**src/rtl/ptw_pkg.sv**
```systemverilog
package ptw_pkg;
  localparam int VA_W      = 32;
  localparam int PG_BITS   = 12;
  localparam int LVL_BITS  = 10;
  localparam int LEVELS    = 2;
  localparam int PTE_W     = 32;
  localparam int PTE_LOG   = $clog2(PTE_W / 8);
  localparam int PPN_W     = 22;
  localparam int PA_W      = PPN_W + PG_BITS;
  localparam int VPN_W     = VA_W - PG_BITS;
  localparam int LVL_W     = (LEVELS > 1) ? $clog2(LEVELS) : 1;
  localparam int FLT_W     = 3;

  typedef enum logic [1:0] {
    ACC_FETCH = 2'd0,
    ACC_LOAD  = 2'd1,
    ACC_STORE = 2'd2
  } acc_e;

  typedef enum logic [FLT_W-1:0] {
    FLT_NONE     = 3'd0,
    FLT_ACCESS   = 3'd1,
    FLT_INVALID  = 3'd2,
    FLT_PERM     = 3'd3,
    FLT_MISALIGN = 3'd4,
    FLT_ADUPD    = 3'd5
  } fault_e;

  typedef struct packed {
    logic [PPN_W-1:0] ppn;
    logic [1:0]       rsv;
    logic             d;
    logic             a;
    logic             g;
    logic             u;
    logic             x;
    logic             w;
    logic             r;
    logic             v;
  } pte_t;

  // Entry is unusable: not valid, or writable without being readable.
  function automatic logic ent_is_bad(input pte_t p);
    return !p.v || (p.w && !p.r);
  endfunction

  // Entry points at the next table rather than a page.
  function automatic logic ent_is_ptr(input pte_t p);
    return !p.r && !p.w && !p.x;
  endfunction

  // Page-number bits that a leaf at the given level takes from the VPN.
  function automatic logic [PPN_W-1:0] span_mask(input int unsigned lvl);
    return (PPN_W'(1) << (lvl * LVL_BITS)) - PPN_W'(1);
  endfunction

  // Byte address of an entry: table base page plus scaled index.
  function automatic logic [PA_W-1:0] slot_addr(input logic [PPN_W-1:0] base,
                                                input logic [LVL_BITS-1:0] idx);
    return {base, {PG_BITS{1'b0}}} + (PA_W'(idx) << PTE_LOG);
  endfunction
endpackage

```
**src/rtl/ptw_slot_gen.sv**
```systemverilog
module ptw_slot_gen import ptw_pkg::*; (
  input  logic [PPN_W-1:0] base_ppn,
  input  logic [VPN_W-1:0] vpn,
  input  logic [LVL_W-1:0] level,
  output logic [PA_W-1:0]  addr
);
  logic [LVL_BITS-1:0] slice [LEVELS];

  for (genvar l = 0; l < LEVELS; l++) begin : g_slice
    assign slice[l] = vpn[l*LVL_BITS +: LVL_BITS];
  end

  assign addr = slot_addr(base_ppn, slice[level]);
endmodule

```
**src/rtl/ptw_rights.sv**
```systemverilog
module ptw_rights import ptw_pkg::*; (
  input  logic [1:0] acc,
  input  logic       sup,
  input  logic       mxr,
  input  logic       sum,
  input  logic       r,
  input  logic       w,
  input  logic       x,
  input  logic       u,
  output logic       allow
);
  logic mode_data_ok;
  logic mode_exec_ok;

  // User code needs user pages; supervisor data may touch them only with sum.
  assign mode_data_ok = sup ? (!u || sum) : u;
  assign mode_exec_ok = sup ? !u : u;

  always_comb begin
    unique case (acc_e'(acc))
      ACC_FETCH: allow = x && mode_exec_ok;
      ACC_LOAD:  allow = (r || (mxr && x)) && mode_data_ok;
      ACC_STORE: allow = w && mode_data_ok;
      default:   allow = 1'b0;
    endcase
  end
endmodule

```
**src/rtl/ptw_leaf.sv**
```systemverilog
module ptw_leaf import ptw_pkg::*; (
  input  pte_t             pte,
  input  logic [LVL_W-1:0] level,
  input  logic [VA_W-1:0]  va,
  input  logic             is_store,
  output logic             misaligned,
  output logic [PA_W-1:0]  paddr,
  output logic             need_ad,
  output pte_t             pte_new
);
  logic [PPN_W-1:0] mask;
  logic [PPN_W-1:0] vpn_ext;
  logic [PPN_W-1:0] ppn_out;

  assign mask       = span_mask(int'(level));
  assign vpn_ext    = PPN_W'(va[VA_W-1:PG_BITS]);
  assign misaligned = |(pte.ppn & mask);
  assign ppn_out    = (pte.ppn & ~mask) | (vpn_ext & mask);
  assign paddr      = {ppn_out, va[PG_BITS-1:0]};
  assign need_ad    = !pte.a || (is_store && !pte.d);

  always_comb begin
    pte_new   = pte;
    pte_new.a = 1'b1;
    pte_new.d = pte.d | is_store;
  end
endmodule

```
**src/rtl/pt_walker2.sv**
```systemverilog
module pt_walker2 import ptw_pkg::*; (
  input  logic              clk,
  input  logic              rst_n,
  input  logic              req_valid,
  output logic              req_ready,
  input  logic [VA_W-1:0]   req_vaddr,
  input  logic [1:0]        req_acc,
  input  logic              req_super,
  input  logic              req_mxr,
  input  logic              req_sum,
  input  logic [PPN_W-1:0]  req_root_ppn,
  input  logic              ad_update_en,
  output logic              mem_req_valid,
  input  logic              mem_req_ready,
  output logic              mem_req_write,
  output logic [PA_W-1:0]   mem_req_addr,
  output logic [PTE_W-1:0]  mem_req_wdata,
  input  logic              mem_rsp_valid,
  input  logic              mem_rsp_err,
  input  logic [PTE_W-1:0]  mem_rsp_rdata,
  output logic              rsp_valid,
  output logic [PA_W-1:0]   rsp_paddr,
  output logic [LVL_W-1:0]  rsp_level,
  output logic              rsp_global,
  output logic [FLT_W-1:0]  rsp_fault
);
  typedef enum logic [2:0] {
    S_IDLE, S_RD_REQ, S_RD_WAIT, S_EVAL, S_WR_REQ, S_WR_WAIT, S_DONE
  } st_e;

  st_e              st;
  logic [VA_W-1:0]  va_q;
  logic [1:0]       acc_q;
  logic             sup_q;
  logic             mxr_q;
  logic             sum_q;
  logic [PPN_W-1:0] base_q;
  logic [LVL_W-1:0] lvl_q;
  logic             glob_q;
  pte_t             pte_q;
  logic             rd_err_q;
  fault_e           fault_q;
  logic [PA_W-1:0]  pa_q;
  pte_t             wdata_q;

  // Named evaluation events, also watched by the checker.
  logic   ev_on;
  logic   ent_bad;
  logic   ent_ptr;
  logic   perm_ok;
  logic   leaf_misal;
  logic   leaf_need_ad;
  logic   ptr_follow;
  logic   wb_start;
  logic [PA_W-1:0] leaf_pa;
  pte_t   leaf_upd;
  logic [PA_W-1:0] slot;
  fault_e ev_fault;
  st_e    ev_next;
  pte_t   rd_pte;

  assign rd_pte = pte_t'(mem_rsp_rdata);
  assign ev_on  = (st == S_EVAL);

  ptw_slot_gen u_slot (
    .base_ppn (base_q),
    .vpn      (va_q[VA_W-1:PG_BITS]),
    .level    (lvl_q),
    .addr     (slot)
  );

  ptw_rights u_rights (
    .acc   (acc_q),
    .sup   (sup_q),
    .mxr   (mxr_q),
    .sum   (sum_q),
    .r     (pte_q.r),
    .w     (pte_q.w),
    .x     (pte_q.x),
    .u     (pte_q.u),
    .allow (perm_ok)
  );

  ptw_leaf u_leaf (
    .pte        (pte_q),
    .level      (lvl_q),
    .va         (va_q),
    .is_store   (acc_q == ACC_STORE),
    .misaligned (leaf_misal),
    .paddr      (leaf_pa),
    .need_ad    (leaf_need_ad),
    .pte_new    (leaf_upd)
  );

  assign ent_bad = ent_is_bad(pte_q);
  assign ent_ptr = ent_is_ptr(pte_q);

  // Decision order: memory error, bad entry, pointer, rights, alignment, A/D.
  always_comb begin
    ev_fault = FLT_NONE;
    ev_next  = S_DONE;
    if (rd_err_q) begin
      ev_fault = FLT_ACCESS;
    end else if (ent_bad) begin
      ev_fault = FLT_INVALID;
    end else if (ent_ptr) begin
      if (lvl_q == '0) ev_fault = FLT_INVALID;
      else             ev_next  = S_RD_REQ;
    end else if (!perm_ok) begin
      ev_fault = FLT_PERM;
    end else if (leaf_misal) begin
      ev_fault = FLT_MISALIGN;
    end else if (leaf_need_ad) begin
      if (ad_update_en) ev_next  = S_WR_REQ;
      else              ev_fault = FLT_ADUPD;
    end
  end

  assign ptr_follow = ev_on && (ev_next == S_RD_REQ);
  assign wb_start   = ev_on && (ev_next == S_WR_REQ);

  always_ff @(posedge clk) begin
    if (!rst_n) begin
      st       <= S_IDLE;
      va_q     <= '0;
      acc_q    <= '0;
      sup_q    <= 1'b0;
      mxr_q    <= 1'b0;
      sum_q    <= 1'b0;
      base_q   <= '0;
      lvl_q    <= '0;
      glob_q   <= 1'b0;
      pte_q    <= '0;
      rd_err_q <= 1'b0;
      fault_q  <= FLT_NONE;
      pa_q     <= '0;
      wdata_q  <= '0;
    end else begin
      unique case (st)
        S_IDLE: begin
          if (req_valid) begin
            va_q    <= req_vaddr;
            acc_q   <= req_acc;
            sup_q   <= req_super;
            mxr_q   <= req_mxr;
            sum_q   <= req_sum;
            base_q  <= req_root_ppn;
            lvl_q   <= LVL_W'(LEVELS - 1);
            glob_q  <= 1'b0;
            fault_q <= FLT_NONE;
            st      <= S_RD_REQ;
          end
        end
        S_RD_REQ: begin
          if (mem_req_ready) st <= S_RD_WAIT;
        end
        S_RD_WAIT: begin
          if (mem_rsp_valid) begin
            pte_q    <= rd_pte;
            rd_err_q <= mem_rsp_err;
            if (!mem_rsp_err) glob_q <= glob_q | rd_pte.g;
            st       <= S_EVAL;
          end
        end
        S_EVAL: begin
          fault_q <= ev_fault;
          pa_q    <= leaf_pa;
          wdata_q <= leaf_upd;
          if (ptr_follow) begin
            base_q <= pte_q.ppn;
            lvl_q  <= lvl_q - LVL_W'(1);
          end
          st <= ev_next;
        end
        S_WR_REQ: begin
          if (mem_req_ready) st <= S_WR_WAIT;
        end
        S_WR_WAIT: begin
          if (mem_rsp_valid) begin
            if (mem_rsp_err) fault_q <= FLT_ACCESS;
            st <= S_DONE;
          end
        end
        S_DONE: st <= S_IDLE;
        default: st <= S_IDLE;
      endcase
    end
  end

  assign req_ready     = (st == S_IDLE);
  assign mem_req_valid = (st == S_RD_REQ) || (st == S_WR_REQ);
  assign mem_req_write = (st == S_WR_REQ);
  assign mem_req_addr  = slot;
  assign mem_req_wdata = wdata_q;
  assign rsp_valid     = (st == S_DONE);
  assign rsp_paddr     = pa_q;
  assign rsp_level     = lvl_q;
  assign rsp_global    = glob_q && (fault_q == FLT_NONE);
  assign rsp_fault     = fault_q;
endmodule

```
**config.mk**
```make
export PLATFORM = sky130hd
export DESIGN_NAME = pt_walker2
export DESIGN_NICKNAME = d
export VERILOG_FILES = /design/src/rtl/ptw_pkg.sv /design/src/rtl/ptw_slot_gen.sv /design/src/rtl/ptw_rights.sv /design/src/rtl/ptw_leaf.sv /design/src/rtl/pt_walker2.sv
export SDC_FILE = /design/constraint.sdc
export NUM_CORES = 1
export LEC_CHECK = 0
export ABC_AREA = 1
export BUFFER_PORTS_ARGS = -buffer_cell sky130_fd_sc_hd__clkbuf_2
export CORE_ASPECT_RATIO = 2
export CORE_MARGIN = 10
export CORE_UTILIZATION = 35
export CTS_CLUSTER_DIAMETER = 40
export DETAILED_ROUTE_END_ITERATION = 16
export SYNTH_ARGS = -nofsm -noshare
export SYNTH_HDL_FRONTEND = slang
export SYNTH_HIERARCHICAL = 1
export SYNTH_SLANG_ARGS = --single-unit
```
**constraint.sdc**
```tcl
create_clock -name clk -period 2 [get_ports clk]
set_clock_uncertainty 0.05 [all_clocks]
set_input_delay 0.3 -clock clk [delete_from_list [all_inputs] [get_ports clk]]
set_output_delay 0.3 -clock clk [all_outputs]
set_load 0.005 [all_outputs]
```
==> results.toml, run 1 <==
[run_status]
outcome = "finished, final reports clean"

[route]
vias = 6482
first_pass_iters = 4
drt_iter0_markers = 352
post_drt_via_cell_ratio = 4.614
postRouteWirelength_um = 22060
wl_per_cell_um = 15.70
postRouteAntennaNets = 0
drcViolationCount = 0

[timing]
finalHoldViolations = 0
max_slew_margin_pct = 65.18
rsz0062_at_grt = "no"
post-route-period-util_pct = 93.89
hold_slack_ns = 0.03891
tightest_slew_ns = 0.5222
fin_ws_ns = 0.1222
period_needed_ns = 1.878
final-setup-viol-count = 0
slew_violations = 0
fmax_mhz = 532.5
setup_tns_ns = 0

[power_and_ir_drop]
p_comb_share_pct = 28.1
leakage_nw = 3.964
power_frac_seq_pct = 42.2
switchingPower_w = 0.003627
netSwitchingFraction_pct = 34.18
clockPowerShare_pct = 29.7
p_int_w = 0.006985
peakVddDrop_mv = 0.5703
p_per_area_nw_per_um2 = 1239

[global_route]
grt_pass1_wl_um = 33760
grt_use_total_pct = 15.75
grt-ovfl-total = 0
grt_pass1_vias = 6453
antenna_found_initial = 3
grt_max_degree = 124

[placement]
place_ws_ns = 0.2032
gp_congestion = 0.8117
post-dp-hpwl_um = 16210
io_buffers = 204

[clock_network]
htree_num_levels = 4
hold_buffers = 0
cts_buffers = 17
clk_latency_ns = 0.43
clockBufferDepth = 2
clk_pin_slew_ns = 0.07
clkSinkCount = 166
cts_tree = "yes"
cts_root_buf = "clkbuf_16"

[finish]
final_cell_mix = "nor2_1, nand2_1, clkbuf_2"
final_common_cell = "nor2_1"
layout-drive-gt1-share_pct = 24.87
synthToLayoutAreaGrowth_pct = 16.28
finalNetCount = 1224

[logic_synthesis]
netlist_top_cells_area = "dfxtp_1, nor2_1, nand2_1, buf_4, o21ai_0"
ys_warn_count = 6
synth.distinct_cells = 33
netlist_instances = 1018
synth_top_cell_by_area = "dfxtp_1"
syn_area_per_cell_um2 = 7.233
ys_ff_latch = 166
syn_area_um2 = 7363
seq_area_frac_synth_pct = 45.13
synth.top_cell.area_share_pct = 45.13

[die]
initial_utilization_pct = 35.35
rows = 75
coreArea_um2 = 20830
fp.dieH_um = 225.1
die_area_um2 = 27590
die_w_um = 122.6
num_io_pins = 207

[setup_path]
cp-end-kind = "output port"
arrival_ns = 1.53
rrSetupSlack_ns = 0.27
cp-start-kind = "register"
cp_max_fo = 5
critPathKind = "reg -> out"
crit_required_ns = 1.65

[flow_run]
max-cap-violations = 0

[hold_path]
min_path_type = "in -> reg"
## logic make-up (layout without fill, tap and decap cells)
kind of cell | count (synthesis) | after routing | synth area share (%)
and+or+nand+nor | 482 | 482 | 25.64
AOI/OAI and AO/OA | 184 | 184 | 12.76
buffers and inverters | 171 | 286 | 14.27
DFF | 166 | 166 | 45.13
muxes | 10 | 10 | 1.580
adders and majority gates | 3 | 3 | 0.5098
other | 2 | 5 | 0.1020
## critical path, cell delays in order, from the launching register on
cell      delay, ns
dfxtp_1        0.44
inv_2          0.11
nor3_1         0.28
or2_2          0.17
clkbuf_2       0.11
## layer usage
layer	track usage (%)	vias to the layer above	part of all wire (%)
li1	-	3351	-
met1	15.64	2920	38
met2	28.65	170	53
met3	4.718	39	6.1
met4	7.678	2	2.9
met5	0	-	0.059
## metrics by stage
stage / area [µm²] / util, % / cells / total power (W)
floorplan: 7367 / - / 1019 / 0.006849
global placement: 7995 / 38.38 / 1373 / 0.007549
global route: 8562 / 41.10 / 1405 / 0.01135
detailed placement: 7995 / 38.38 / 1373 / 0.007594
finish: 8562 / 41.10 / 1405 / 0.01061
CTS: 8551 / 41.05 / 1403 / 0.01078
## power groups by stage
| stage | Sequential, W | Combinational, W | Clock, W |
|---|---|---|---|
| after floorplan | 0.00439 | 0.00246 | 0 |
| after global placement | 0.00453 | 0.00302 | 0 |
| after detailed placement | 0.00454 | 0.00305 | 0 |
| after CTS | 0.00447 | 0.00306 | 0.00324 |
| after global routing | 0.00456 | 0.00343 | 0.00337 |
| final | 0.00448 | 0.00298 | 0.00315 |
## registers in the layout, summed over array words and instances, names as in the netlist
signal and cells:
acc_q 2, base_q 22, glob_q 1, mem_req_wdata 32
mxr_q 1, pte_q 32, rd_err_q 1, rsp_fault 3
rsp_level 1, rsp_paddr 34, st 3, sum_q 1
sup_q 1, va_q 32
## final timing paths
path                              startpoint            end  depth (start not counted)
worst min register to register       va_q[0]        va_q[0]                          2
worst max-delay path                   st[2]  mem_req_valid                          4
worst min-delay path            req_vaddr[2]        va_q[2]                          3
worst max register to register         st[2]  rsp_paddr[13]                          6
## cell type report
type                       instances  area, µm²
clock inverter                    10      107.6
timing repair buffer             221       1201
sequential                       166       3328
clock buffer                      20      446.7
tap                              269      336.6
inverter                          35      136.4
multi-input combinational        682       3000
antenna                            2      5.005
fill                            2271      12270
## synth_stat cells (all sizes together)
library cell / count
a21oi: 51
a221oi: 1
and2: 1
buf: 109
clkbuf: 27
clkinv: 2
conb: 2
dfxtp: 166
ha: 3
inv: 33
mux2: 10
nand2: 213
nand3: 16
nor2: 247
nor3: 2
nor4: 1
o211ai: 2
o21ai: 130
or2: 2
## timing repair
action,4_1_cts,5_1_grt
setup endpoints to repair,10,4
gates cloned,0,0
setup buffers,0,0
gates resized for setup,1,4
pin swaps,0,0
No activity file was read; power rests on OpenSTA's default activity.
==> run 2: changes to the inputs <==
- CELL_PAD_IN_SITES_DETAIL_PLACEMENT: default -> 1
- CELL_PAD_IN_SITES_GLOBAL_PLACEMENT: default -> 1
- PLACE_DENSITY_LB_ADDON: default -> 0.1
==> results.toml, run 2 (synthesized netlist as in run 1, its figures left out) <==
[run_status]
outcome = "finished, final reports clean"

[finish]
layout-drive-gt1-share_pct = 25.11
fillers = 2730
finalNetCount = 1223
final_cell_mix = "nor2_1, nand2_1, clkbuf_2"
final_common_cell = "nor2_1"
synthToLayoutAreaGrowth_pct = 17.45
largest_register_ffs = 34

[route]
drcViolationCount = 0
postRouteAntennaNets = 0
postRouteWirelength_um = 23350
drt_iter0_markers = 249
wl_per_cell_um = 16.62
vias = 6569
first_pass_iters = 4
post_drt_via_cell_ratio = 4.675

[timing]
post-route-period-util_pct = 93.16
max_slew_margin_pct = 65.80
rsz0062_at_grt = "no"
fmax_mhz = 536.7
finalHoldViolations = 0
slew_violations = 0
fin_ws_ns = 0.1367
hold_slack_ns = 0.04962
setup_tns_ns = 0
tightest_slew_ns = 0.5122
final-setup-viol-count = 0
period_needed_ns = 1.863

[clock_network]
hold_buffers = 0
cts_tree = "yes"
clkSinkCount = 166
cts_root_buf = "clkbuf_16"
cts_buffers = 17
clk_latency_ns = 0.42
htree_num_levels = 4
clockBufferDepth = 2
clk_pin_slew_ns = 0.07

[setup_path]
cp-startpoint = "st[1]"
cp-start-kind = "register"
cp_max_fo = 5
crit_required_ns = 1.65
reg2regPathDepth = 8
timing.rr.end = "base_q[5]"
arrival_ns = 1.51
regToRegStartpoint = "st[2]"
rrSetupSlack_ns = 0.22
cp-end-kind = "output port"
critPathKind = "reg -> out"
critPathSlowestCell = "dfxtp_2"
path_cells = "inv_2 -> nand2_1 -> nor2_1 -> or2_2 -> clkbuf_2"
critPathMaxStageDelay_ns = 0.42

[global_route]
antenna_found_initial = 2
grt_max_degree = 95
grt-ovfl-total = 0
grt_pass1_vias = 6953
grt_use_total_pct = 17.18
grt_pass1_wl_um = 37150

[power_and_ir_drop]
p_per_area_nw_per_um2 = 1268
peakVddDrop_mv = 0.6119
leakage_nw = 3.997

[hold_path]
worst_hold_path.endpoint = "va_q[11]"
min_from = "req_vaddr[11]"
min_path_type = "in -> reg"
worstHoldPathCells = 3

[die]
initial_utilization_pct = 35.35
fp.dieH_um = 225.1
die_w_um = 122.6
coreArea_um2 = 20830
num_io_pins = 207
die_area_um2 = 27590
rows = 75

[placement]
post-dp-hpwl_um = 16900
io_buffers = 204
place_ws_ns = 0.1685
gp_congestion = 0.7694

[flow_run]
max-cap-violations = 0
run 2: cell types whose count changed in the layout (fill, tap and decap cells not counted), sizes merged:
cell    delta
buf        -1
bufinv     +1
clkbuf     +2
clkinv     -4
diode      -1
inv        +3
run 2: timing repair:
action / CTS / global route
setup endpoints to repair: 0 / 22
gates resized for setup: 0 / 6
setup buffers: 0 / 0
run 2: layout make-up:
class | count | area [µm²] | area share, %
Sequential cell | 166 | 3327 | 38.47
Antenna cell | 1 | 2.502 | 0.02894
Clock buffer | 22 | 464.2 | 5.367
Inverter | 35 | 135.1 | 1.563
Tap cell | 269 | 336.6 | 3.892
Multi-Input combinational cell | 682 | 3008 | 34.78
Timing Repair Buffer | 220 | 1231 | 14.24
Clock inverter | 10 | 143.9 | 1.664
run 2: how the worst max path moves through the flow:
stage                          to  slack [ns]  depth (start not counted)
floorplan                   st[1]        0.45                         13
global placement        rsp_level        0.15                          5
detailed placement      base_q[5]        0.17                          8
CTS                 mem_req_valid       0.002                          5
global route                st[1]        0.01                         14
finish              mem_req_valid        0.14                          5
run 2: routing by layer:
metal	vias to the layer above	part of all wire (%)	GRT usage [%]
li1	3344	-	-
met1	3058	39	18.70
met2	147	54	31.26
met3	18	5.5	4.141
met4	2	1.8	5.768
met5	-	0.051	0
run 2: critical path, delay by kind of cell (launching register included):
| family | cells | cell delay (ns) |
|---|---|---|
| buffers and inverters | 2 | 0.19 |
| flip-flops | 1 | 0.42 |
| AND/OR/NAND/NOR | 3 | 0.48 |
run 2: power by group:
part | switching (W) | total [W] | internal, W | leakage [nW]
Clock | 0.00139 | 0.00344 | 0.00204 | 0.287
Sequential | 0.000491 | 0.00447 | 0.00398 | 1.35
Combinational | 0.00186 | 0.00306 | 0.00120 | 2.36
Total | 0.00374 | 0.0110 | 0.00722 | 4.00
run 2: per-stage QoR:
stage / std cells / instance area (µm²) / util, % / power, W
6_report: 1405 / 8648 / 41.51 / 0.01096
5_1_grt: 1405 / 8648 / 41.51 / 0.01182
4_1_cts: 1404 / 8633 / 41.44 / 0.01118
3_5_place_dp: 1372 / 8025 / 38.52 / 0.007705
3_3_place_gp: 1372 / 8025 / 38.52 / 0.007646
2_1_floorplan: 1019 / 7367 / - / 0.006849
==> run 3: changes to the inputs <==
- ABC_AREA: 1 -> default
==> results.toml, run 3 <==
[logic_synthesis]
synthMostInstantiatedCell = "nand2_1"
ys_ff_latch = 166
synth_edf_count = 0
synth.distinct_cells = 44
syn_area_per_cell_um2 = 8.475
synth_top_cell_by_area = "dfxtp_1"
netlist_instances = 893
syn_area_um2 = 7569
async_flop_share_pct = 0
synth.top_cell.area_share_pct = 43.91
seq_area_frac_synth_pct = 43.91
ys_warn_count = 6
ys.flop_type = "dfxtp_1"
netlist_top_cells_area = "dfxtp_1, nand2_1, a21boi_0, buf_4, mux2_4"
synth.top_cells.by_count = "nand2_1, dfxtp_1, a21boi_0, buf_4, clkbuf_1"

[clock_network]
htree_num_levels = 4
cts_root_buf = "clkbuf_16"
clockBufferDepth = 2
clk_pin_slew_ns = 0.07
hold_buffers = 0
clk_latency_ns = 0.43
cts_tree = "yes"
cts_buffers = 17
clkSinkCount = 166

[global_route]
antenna_found_initial = 0
grt_use_total_pct = 17.01
grt_pass1_wl_um = 37300
grt_pass1_vias = 6530
grt-ovfl-total = 0
grt_max_degree = 47

[timing]
final-setup-viol-count = 2
slew_violations = 0
period_needed_ns = 2.087
fin_ws_ns = -0.08700
post-route-period-util_pct = 104.3
setup_tns_ns = -0.1534
fmax_mhz = 479.2
rsz0062_at_grt = "yes"
finalHoldViolations = 0

[route]
maxUsedRoutingLayer = "met4"
dr_wl_met2_um = 12470
wl_met3_um = 1458
wl_met1_um = 9714
drcViolationCount = 0
post_drt_via_cell_ratio = 4.754
first_pass_iters = 6
vias = 6180
postRouteAntennaNets = 0
postRouteWirelength_um = 23960
drt_iter0_markers = 258
wl_per_cell_um = 18.43

[setup_path]
cp-start-kind = "register"
critPathKind = "reg -> reg"
reg2regPathDepth = 8
critPathSlowestCell = "dfxtp_4"
cp-startpoint = "acc_q[1]"
critPathMaxStageDelay_ns = 0.37
regToRegStartpoint = "acc_q[1]"
cp-end-kind = "register"
cp_max_fo = 5
crit_end = "st[1]"
crit_required_ns = 2.27
cp_common_cell = "o311a_1"
worst-path-buf-inv = 1
path_cells = "inv_2 -> ha_4 -> nor2b_4 -> a41oi_2 -> a211oi_2 -> o31ai_2 -> o311a_1 -> o311a_1"
path_depth = 8
crit_family = "compound AO/OA/AOI/OAI gates"
timing.rr.end = "st[1]"
arrival_ns = 2.36
rrSetupSlack_ns = -0.09

[hold_path]
min_path_type = "in -> reg"

[finish]
fillers = 2647
final_common_cell = "nand2_1"
finalNetCount = 1115
synthToLayoutAreaGrowth_pct = 20.96
final_cell_mix = "nand2_1, clkbuf_2, dfxtp_1"
layout-drive-gt1-share_pct = 30.19
diodes = 0
fin_util_pct = 42.79
largest_register_ffs = 34
fin_cells = 1300
final_area_um2 = 9155

[placement]
post-dp-hpwl_um = 17810
dpl.cell_count = 1267
io_buffers = 204
gp_congestion = 0.7959
placement.cell_area_um2 = 8489

[die]
coreArea_um2 = 21400
die_w_um = 124.0
die_area_um2 = 28260
initial_utilization_pct = 35.37
fp.dieH_um = 228.0
num_io_pins = 207
rows = 76

[run_status]
outcome = "finished with violations"
violations = "setup timing"

[power_and_ir_drop]
power_w = 0.008622
leakage_nw = 3.874
peakVddDrop_mv = 0.5080
p_per_area_nw_per_um2 = 941.7

[flow_run]
max-cap-violations = 0
==> run 3: cell count changes in the layout (fill, tap and decap cells not counted), sizes merged, moves of 5 or more <==
cell | before | now
nand2b | 0 | 5
nand2 | 213 | 279
o21ai | 130 | 29
inv | 35 | 9
buf | 17 | 38
nand3 | 16 | 4
nor2 | 247 | 7
a21oi | 51 | 26
mux2 | 10 | 20
mux2i | 0 | 24
a21boi | 0 | 138
==> run 3: worst min path at each step <==
| stage | start | endpoint | slack [ns] | cells past startpoint |
|---|---|---|---|---|
| after floorplan | req_acc[1] | acc_q[1] | 0.39 | 2 |
| after CTS | req_vaddr[23] | va_q[23] | 0.02 | 3 |
| after global routing | req_vaddr[13] | va_q[13] | 0.03 | 3 |
| after detailed placement | va_q[27] | va_q[27] | 0.41 | 2 |
| after global placement | va_q[29] | va_q[29] | 0.40 | 2 |
| final | req_vaddr[27] | va_q[27] | 0.04 | 3 |
==> run 3: routing by layer <==
layer,up-vias,track usage (%)
met4,0,4.519
met3,17,4.725
met1,2909,19.40
met5,-,0
li1,3104,-
met2,150,29.87
==> run 3: worst min-delay path: cells and delay by family <==
family	cells	cell delay (ns)
buffers and inverters	1	0.08
AOI/OAI and AO/OA	1	0.06
and+or+nand+nor	1	0.04
==> run 3: per-stage QoR <==
stage	hold slack [ns]	worst slack, ns
4_1_cts	0.01593	-0.04604
3_5_place_dp	0.4068	-0.06539
6_report	0.03886	-0.08700
5_1_grt	0.03316	-0.1836
3_3_place_gp	0.3982	-0.03114
2_1_floorplan	0.3874	0.07502
==> run 3: power by group <==
| part | switching [W] | leakage (nW) | total, W | internal (W) |
|---|---|---|---|---|
| Clock | 0.00138 | 0.311 | 0.00354 | 0.00216 |
| Combinational | 0.000803 | 2.21 | 0.00142 | 0.000612 |
| Sequential | 0.000142 | 1.35 | 0.00366 | 0.00352 |
| Total | 0.00233 | 3.87 | 0.00862 | 0.00630 |
==> run 3: final cells by class <==
cell class | instances | area [µm²] | area share, %
clock buffer | 21 | 460.4 | 5.029
clock inverter | 11 | 173.9 | 1.900
inverter | 9 | 33.78 | 0.3690
multi-input combinational | 579 | 3398 | 37.12
sequential | 166 | 3329 | 36.37
tap | 273 | 341.6 | 3.731
timing repair buffer | 241 | 1418 | 15.48
==> run 3: cell families (layout without fill, tap and decap cells) <==
family	count (synthesis)	count (layout)	synth area share [%]
compound gates	211	211	19.49
xor+xnor	1	1	0.1157
fa+ha+maj	3	3	0.4960
buf+inv	149	282	11.85
flops	166	166	43.91
mux	44	44	7.092
other cells	2	3	0.09923
simple gates	317	317	16.95
==> run 3: repair_timing <==
item                                    4_1_cts  5_1_grt
pin swaps                                     0        4
setup buffers                                 1        0
resized for setup                             1        4
endpoints found under the setup margin       12        3
endpoints found under the hold margin         0        0
